[config.mk]
export PLATFORM = sky130hd
export DESIGN_NAME = scanline_list_ctrl
export DESIGN_NICKNAME = d
export VERILOG_FILES = /design/src/rtl/scanline_list_pkg.sv /design/src/rtl/scanline_list_fetch.sv /design/src/rtl/scanline_list_apply.sv /design/src/rtl/scanline_list_ctrl.sv
export SDC_FILE = /design/constraint.sdc
export NUM_CORES = 1
export LEC_CHECK = 0
export ABC_CLOCK_PERIOD_IN_PS = 5400
export CAP_MARGIN = 20
export CORE_ASPECT_RATIO = 0.5
export CORE_MARGIN = 5
export CORE_UTILIZATION = 35
export CTS_BUF_LIST = sky130_fd_sc_hd__clkbuf_16
export DETAILED_ROUTE_END_ITERATION = 12
export DONT_BUFFER_PORTS = 1
export GPL_TIMING_DRIVEN = 0
export PLACE_DENSITY = 0.6
export SETUP_SLACK_MARGIN = 0.3
export SYNTH_ARGS = -nofsm -noshare
export SYNTH_HDL_FRONTEND = slang
export SYNTH_HIERARCHICAL = 1
export SYNTH_SLANG_ARGS = --single-unit
export TNS_END_PERCENT = 30
[constraint.sdc]
create_clock -name clk -period 5.4 [get_ports clk]
set_clock_uncertainty 0.2 [all_clocks]
set_input_delay 1.08 -clock clk [delete_from_list [all_inputs] [get_ports clk]]
set_output_delay 1.08 -clock clk [all_outputs]
set_load 0.05 [all_outputs]
[src/rtl/scanline_list_pkg.sv]
// Shared field positions and decode for one display-list entry.
// Assumes a 32-bit entry word with the layout fixed by the pixel pipeline.
package scanline_list_pkg;

    localparam int ENTRY_W   = 32;
    localparam int VALID_BIT = 31;
    localparam int IRQ_BIT   = 30;
    localparam int PAL_LSB   = 22;
    localparam int PAL_W     = 8;
    localparam int MODE_LSB  = 18;
    localparam int MODE_W    = 4;
    localparam int SADR_W    = 18;
    localparam int SADR_SHL  = 2;

    typedef struct packed {
        logic              valid;
        logic              irq;
        logic [PAL_W-1:0]  pal;
        logic [MODE_W-1:0] mode;
        logic [SADR_W-1:0] sadr;
    } entry_t;

    // Split a raw entry word into its fields.
    function automatic entry_t decode_entry(input logic [ENTRY_W-1:0] w);
        entry_t e;
        e.valid = w[VALID_BIT];
        e.irq   = w[IRQ_BIT];
        e.pal   = w[PAL_LSB +: PAL_W];
        e.mode  = w[MODE_LSB +: MODE_W];
        e.sadr  = w[SADR_W-1:0];
        return e;
    endfunction

endpackage

[src/rtl/scanline_list_fetch.sv]
// Entry fetcher: opens a read for the next line at fetch_go, keeps the
// address steady until acknowledge or line_go, and captures the entry.
// Assumes fetch_go and line_go never share a cycle; fetch_go wins if they do.
module scanline_list_fetch #(
    parameter int ADDR_W = 20,
    parameter int LINE_W = 11
) (
    input  logic                 clk,
    input  logic                 rst_n,
    input  logic [31:0]          list_ctrl,
    input  logic                 fetch_go,
    input  logic [LINE_W-1:0]    fetch_line,
    input  logic                 line_go,
    input  logic                 mem_ack,
    input  logic [31:0]          mem_rdata,
    output logic                 mem_req,
    output logic [ADDR_W-1:0]    mem_addr,
    output logic                 list_on,
    output logic                 have_entry,
    output logic [31:0]          entry_word,
    output logic [LINE_W-1:0]    cur_line
);

    logic [30:0] addr_sum;

    // Table address of the upcoming line's entry.
    always_comb addr_sum = list_ctrl[30:0] + 31'(fetch_line);

    // Request/acknowledge sequencing and entry capture.
    always_ff @(posedge clk) begin
        if (!rst_n) begin
            mem_req    <= 1'b0;
            mem_addr   <= '0;
            list_on    <= 1'b0;
            have_entry <= 1'b0;
            entry_word <= '0;
            cur_line   <= '0;
        end else if (fetch_go) begin
            mem_req    <= list_ctrl[31];
            mem_addr   <= addr_sum[ADDR_W-1:0];
            list_on    <= list_ctrl[31];
            have_entry <= 1'b0;
            cur_line   <= fetch_line;
        end else if (line_go) begin
            mem_req    <= 1'b0;
            have_entry <= 1'b0;
        end else if (mem_req && mem_ack) begin
            mem_req    <= 1'b0;
            have_entry <= 1'b1;
            entry_word <= mem_rdata;
        end
    end

endmodule

[src/rtl/scanline_list_apply.sv]
// Line settings register: at line_go picks list fields, global values or a
// hold of the previous line, and pulses the per-line interrupt.
// Assumes the fetcher's state is final in the line_go cycle.
module scanline_list_apply
    import scanline_list_pkg::*;
#(
    parameter int ADDR_W = 20,
    parameter int LINE_W = 11
) (
    input  logic                 clk,
    input  logic                 rst_n,
    input  logic                 line_go,
    input  logic                 list_on,
    input  logic                 have_entry,
    input  logic [31:0]          entry_word,
    input  logic [LINE_W-1:0]    cur_line,
    input  logic [ADDR_W-1:0]    glb_start,
    input  logic [ADDR_W-1:0]    glb_stride,
    input  logic [MODE_W-1:0]    glb_mode,
    input  logic [PAL_W-1:0]     glb_pal,
    output logic [ADDR_W-1:0]    line_addr,
    output logic [MODE_W-1:0]    line_mode,
    output logic [PAL_W-1:0]     line_pal,
    output logic                 line_irq
);

    entry_t            ent;
    logic [ADDR_W-1:0] glb_line_addr;
    logic [ADDR_W-1:0] ent_addr;
    logic              use_list;
    logic              use_glb;

    // Decode fields and form both candidate start addresses.
    always_comb begin
        ent           = decode_entry(entry_word);
        ent_addr      = ADDR_W'({ent.sadr, {SADR_SHL{1'b0}}});
        glb_line_addr = glb_start + ADDR_W'(ADDR_W'(cur_line) * glb_stride);
        use_list      = list_on && have_entry && ent.valid;
        use_glb       = !list_on || (have_entry && !ent.valid);
    end

    // Load the line settings at the start of the active region.
    always_ff @(posedge clk) begin
        if (!rst_n) begin
            line_addr <= '0;
            line_mode <= '0;
            line_pal  <= '0;
            line_irq  <= 1'b0;
        end else begin
            line_irq <= line_go && use_list && ent.irq;
            if (line_go && use_list) begin
                line_addr <= ent_addr;
                line_mode <= ent.mode;
                line_pal  <= ent.pal;
            end else if (line_go && use_glb) begin
                line_addr <= glb_line_addr;
                line_mode <= glb_mode;
                line_pal  <= glb_pal;
            end
        end
    end

endmodule

[src/rtl/scanline_list_ctrl.sv]
// Top of the per-line display list controller: fetcher plus line settings
// register. Assumes ADDR_W >= 20 and ADDR_W <= 31, LINE_W <= 31.
module scanline_list_ctrl #(
    parameter int ADDR_W = 20,
    parameter int LINE_W = 11
) (
    input  logic                 clk,
    input  logic                 rst_n,
    input  logic [31:0]          list_ctrl,
    input  logic [ADDR_W-1:0]    glb_start,
    input  logic [ADDR_W-1:0]    glb_stride,
    input  logic [3:0]           glb_mode,
    input  logic [7:0]           glb_pal,
    input  logic                 fetch_go,
    input  logic [LINE_W-1:0]    fetch_line,
    input  logic                 line_go,
    output logic                 mem_req,
    output logic [ADDR_W-1:0]    mem_addr,
    input  logic                 mem_ack,
    input  logic [31:0]          mem_rdata,
    output logic [ADDR_W-1:0]    line_addr,
    output logic [3:0]           line_mode,
    output logic [7:0]           line_pal,
    output logic                 line_irq
);

    logic              list_on;
    logic              have_entry;
    logic [31:0]       entry_word;
    logic [LINE_W-1:0] cur_line;

    scanline_list_fetch #(.ADDR_W(ADDR_W), .LINE_W(LINE_W)) u_fetch (
        .clk(clk), .rst_n(rst_n), .list_ctrl(list_ctrl),
        .fetch_go(fetch_go), .fetch_line(fetch_line), .line_go(line_go),
        .mem_ack(mem_ack), .mem_rdata(mem_rdata),
        .mem_req(mem_req), .mem_addr(mem_addr),
        .list_on(list_on), .have_entry(have_entry),
        .entry_word(entry_word), .cur_line(cur_line)
    );

    scanline_list_apply #(.ADDR_W(ADDR_W), .LINE_W(LINE_W)) u_apply (
        .clk(clk), .rst_n(rst_n), .line_go(line_go),
        .list_on(list_on), .have_entry(have_entry),
        .entry_word(entry_word), .cur_line(cur_line),
        .glb_start(glb_start), .glb_stride(glb_stride),
        .glb_mode(glb_mode), .glb_pal(glb_pal),
        .line_addr(line_addr), .line_mode(line_mode),
        .line_pal(line_pal), .line_irq(line_irq)
    );

endmodule

==> results.md <==
- Status: finished with violations
- Failing checks: setup timing
- Most Frequent Cell on Critical Path: fa_1
- P_sw: 1.60 mW
- CP peak stage delay: 0.56 ns
- Adder-Cell Fraction of Synth Area: 32.8%
- Die W: 247 um
- Sequential Area: 0.00198 sq mm
- # DRC: 0
- Die area: 0.0316 sq mm
- DR pass1 iterations: 5
- Max cap viols: 0
- Synth area leaders: fa_1, dfxtp_1, nand2_1
- CP required: 5.43 ns
- Dpl ws: -0.674 ns
- DIE HEIGHT: 128 um
- R2r startpoint: u_fetch/cur_line[4]
- Share of cells above drive strength 1: 7.91%
- Post-DP HPWL: 22700 um
- Crit-path slowest cell: fa_2
- Post-synthesis compound-gate area fraction: 12.4%
- Largest family of logic cells by synthesized area: adder cells
- Initial Util: 35.4%
- Clock sinks: 99
- Crit end category: flop
- Hold Crit Depth: 2
- Clk pwr share: 18.8%
- Post-Syn Instances: 1155
- Initial antenna violation count: 1
- CTS root buf: clkbuf_16
- Worst hold path type: flop to flop
- Core footprint: 0.0277 sq mm
- Cell Count, Final, Fillers Out: 1559
- CTS clk-pin slew, worst paths: 0.07 ns
- Tot Pwr: 3.67 mW
- Synth unique cells: 61
- #FFs+latches synth: 99
- Crit-path max FO: 3
- Power density over the cells: 335 mW/mm^2
- Setup Crit Path Kind: input pin to flop
- Sum Neg Setup Slack: -0.176 ns
- # fillers: 2836
- VDD IR max: 0.177 mV
- Fmax: 182 MHz
- Multi-input gate area: 0.00699 sq mm
- Sequential power share: 29.2%
- # IOs: 186
- Cell leakage power: 4.94 nW
- Sequential share of the synthesized area: 20.2%
- Yosys warnings: 6
- Crit path max-delay family: adder cells
- Total track usage: 17.4%
- Clock Path Buffers: 2
- Synth cell count leaders: nand2_1, inv_1, fa_1
- Crit share post-route: 102%
- Post-synth top flop: dfxtp_1
- Setup ws final: -0.0828 ns
- Post-Syn Nets: 1466
- Pin count of the biggest net entering global routing: 17
- Routed vias/inst: 4.93
- Post-Synth XOR/XNOR Area: 3.68%
- Post-synth EDFFs: 0
- DRT Wirelength: 27300 um
- Simple-Gate Fraction of Synth Area: 17.6%
- Crit path launch type: input pin
- WP data arrival: 5.51 ns
- Worst slew margin: 50.8%
- CTS Buf Count: 9
- Setup violators final: 4
- Mux cell area share after synthesis: 3.37%
- Wire per inst: 17.5 um
- Share of the synthesized area in the top cell type: 26.6%
- Crit path cell chain: clkbuf_16 > and2_4 > fa_1 > inv_2 > fa_1 > inv_1 > fa_1 > fa_1 > inv_2 > fa_2 > inv_2 > ha_4 > or3_4 > a211oi_2 > a22oi_2 > o221ai_1 > xnor3_1 > nand2_1 > a21boi_2
- R2r setup slk: -0.02 ns
- RSZ-0062 raised after global routing: true
- Layout net count: 1483
- Min-Delay Endpoint: u_fetch/entry_word[0]
- Comb power frac: 52.0%
- Critical path buffers and inverters: 5
- Least-Margin Pin Slew: 0.737 ns
- Hold Fails Final Rpt: 0
- Synth-to-Final Area Change: 11.6%
- Num rows: 43
- Mean post-synth cell area: 8.48 sq um
- Hold path startpoint: u_fetch/entry_word[0]
- Post-cts hold buffer count: 0
- Most frequent cell after synthesis: nand2_1
- Post-Syn Area: 0.00979 sq mm
- Gpl congestion: 0.895
- Worst Reg-to-Reg Cells: 18
- Inst Count DP: 1537
- Asr flop ratio synth: 0%
- Initial drt markers: 437
- First-pass GRT wire length: 43600 um
- TritonCTS clock tree: yes
- Clock Latency Late Sink: 0.34 ns
- H-tree depth: 3
- Grt ovf: 0
- Minimum clock period: 5.48 ns
- Reg-to-Reg End: u_apply/line_addr[19]
- Cell taking the most area after synthesis: fa_1
- DRT antenna net count: 0
- Post-layout util: 39.5%
- Sw frac: 43.7%
- Vias post-DR: 7692
- Final slew viol count: 0
- Internal: 2.06 mW
- I/O Buffers: 0
- Vias in the first global route: 8050
[worst max-delay path by stage]
| stage | startpoint | endpoint | slack, ns | depth (start not counted) |
|---|---|---|---|---|
| after floorplan | glb_stride[5] | u_apply/line_addr[19] | -0.14 | 19 |
| after global placement | glb_stride[1] | u_apply/line_addr[19] | -0.66 | 18 |
| after detailed placement | glb_stride[1] | u_apply/line_addr[19] | -0.67 | 18 |
| after CTS | glb_stride[5] | u_apply/line_addr[19] | -0.09 | 19 |
| after global routing | glb_stride[5] | u_apply/line_addr[15] | -0.27 | 19 |
| final | glb_stride[5] | u_apply/line_addr[19] | -0.08 | 19 |
[cell usage in the layout, fill, tap and decap left out, drive strengths merged, types with 18 or more instances in the layout]
master and count:
inv 191, xnor2 27, dfxtp 99, clkbuf 57
and2 49, buf 18, fa 130, nand2 236
o21ai 23, nor2 40, mux2i 33, a21oi 59
ha 49
[power by group through the flow]
| stage | logic, mW | clock network (mW) | registers [mW] |
|---|---|---|---|
| 4_1_cts | 1.85 | 0.710 | 1.08 |
| 2_1_floorplan | 1.36 | 0 | 1.05 |
| 5_1_grt | 2.16 | 0.741 | 1.08 |
| 6_report | 1.91 | 0.689 | 1.07 |
| 3_3_place_gp | 1.74 | 0 | 1.09 |
| 3_5_place_dp | 1.74 | 0 | 1.09 |
[routing by layer]
layer / vias to the layer above / global-route usage (%) / wire, um
li1: 3673 / - / -
met1: 3779 / 22.0 / 11700
met2: 201 / 30.3 / 13500
met3: 39 / 3.19 / 1490
met4: 0 / 5.47 / 683
met5: - / 0 / 0
[area by class of cell]
| cell class | count | share of cell area [%] |
|---|---|---|
| multi-input combinational | 805 | 64.0 |
| timing repair buffer | 6 | 0.641 |
| sequential | 99 | 18.1 |
| clock inverter | 6 | 0.824 |
| clock buffer | 9 | 2.06 |
| tap | 382 | 4.37 |
| inverter | 191 | 6.56 |
| antenna | 1 | 0.0229 |
| buffer | 60 | 3.41 |
[cell families (layout without fill, tap and decap cells)]
kind of cell               Yosys count  count (layout)
AOI/OAI and AO/OA                  172             172
and+or+nand+nor                    383             383
xor gates and xnor gates            38              38
other                                0               1
buffers and inverters              251             272
adders and majority gates          179             179
muxes                               33              33
DFF                                 99              99
[through the flow]
stage          hold WS [ns]  cell area, sq um
3_5_place_dp          0.249             10400
3_3_place_gp          0.243             10400
2_1_floorplan         0.232              9880
4_1_cts               0.258             10900
5_1_grt               0.280             10900
6_report              0.258             10900
[registers in the layout (all words and copies together), names as in the netlist, 4 cells and up]
signal / cells
u_fetch/cur_line: 11
u_fetch/mem_addr: 20
u_fetch/entry_word: 32
u_apply/line_mode: 4
u_apply/line_pal: 8
u_apply/line_addr: 20
[timing repair]
item / CTS / global route
pin swaps: 8 / 14
resized for setup: 37 / 18
endpoints found under the setup margin: 11 / 11
setup buffers: 5 / 1
[worst min-delay path: cells and delay by family, from the launching register on]
family | cells | cell delay (ns)
flip-flops | 1 | 0.31
AND/OR/NAND/NOR | 1 | 0.05
AO/OA/AOI/OAI | 1 | 0.05
No activity file was read; power rests on OpenSTA's default activity.
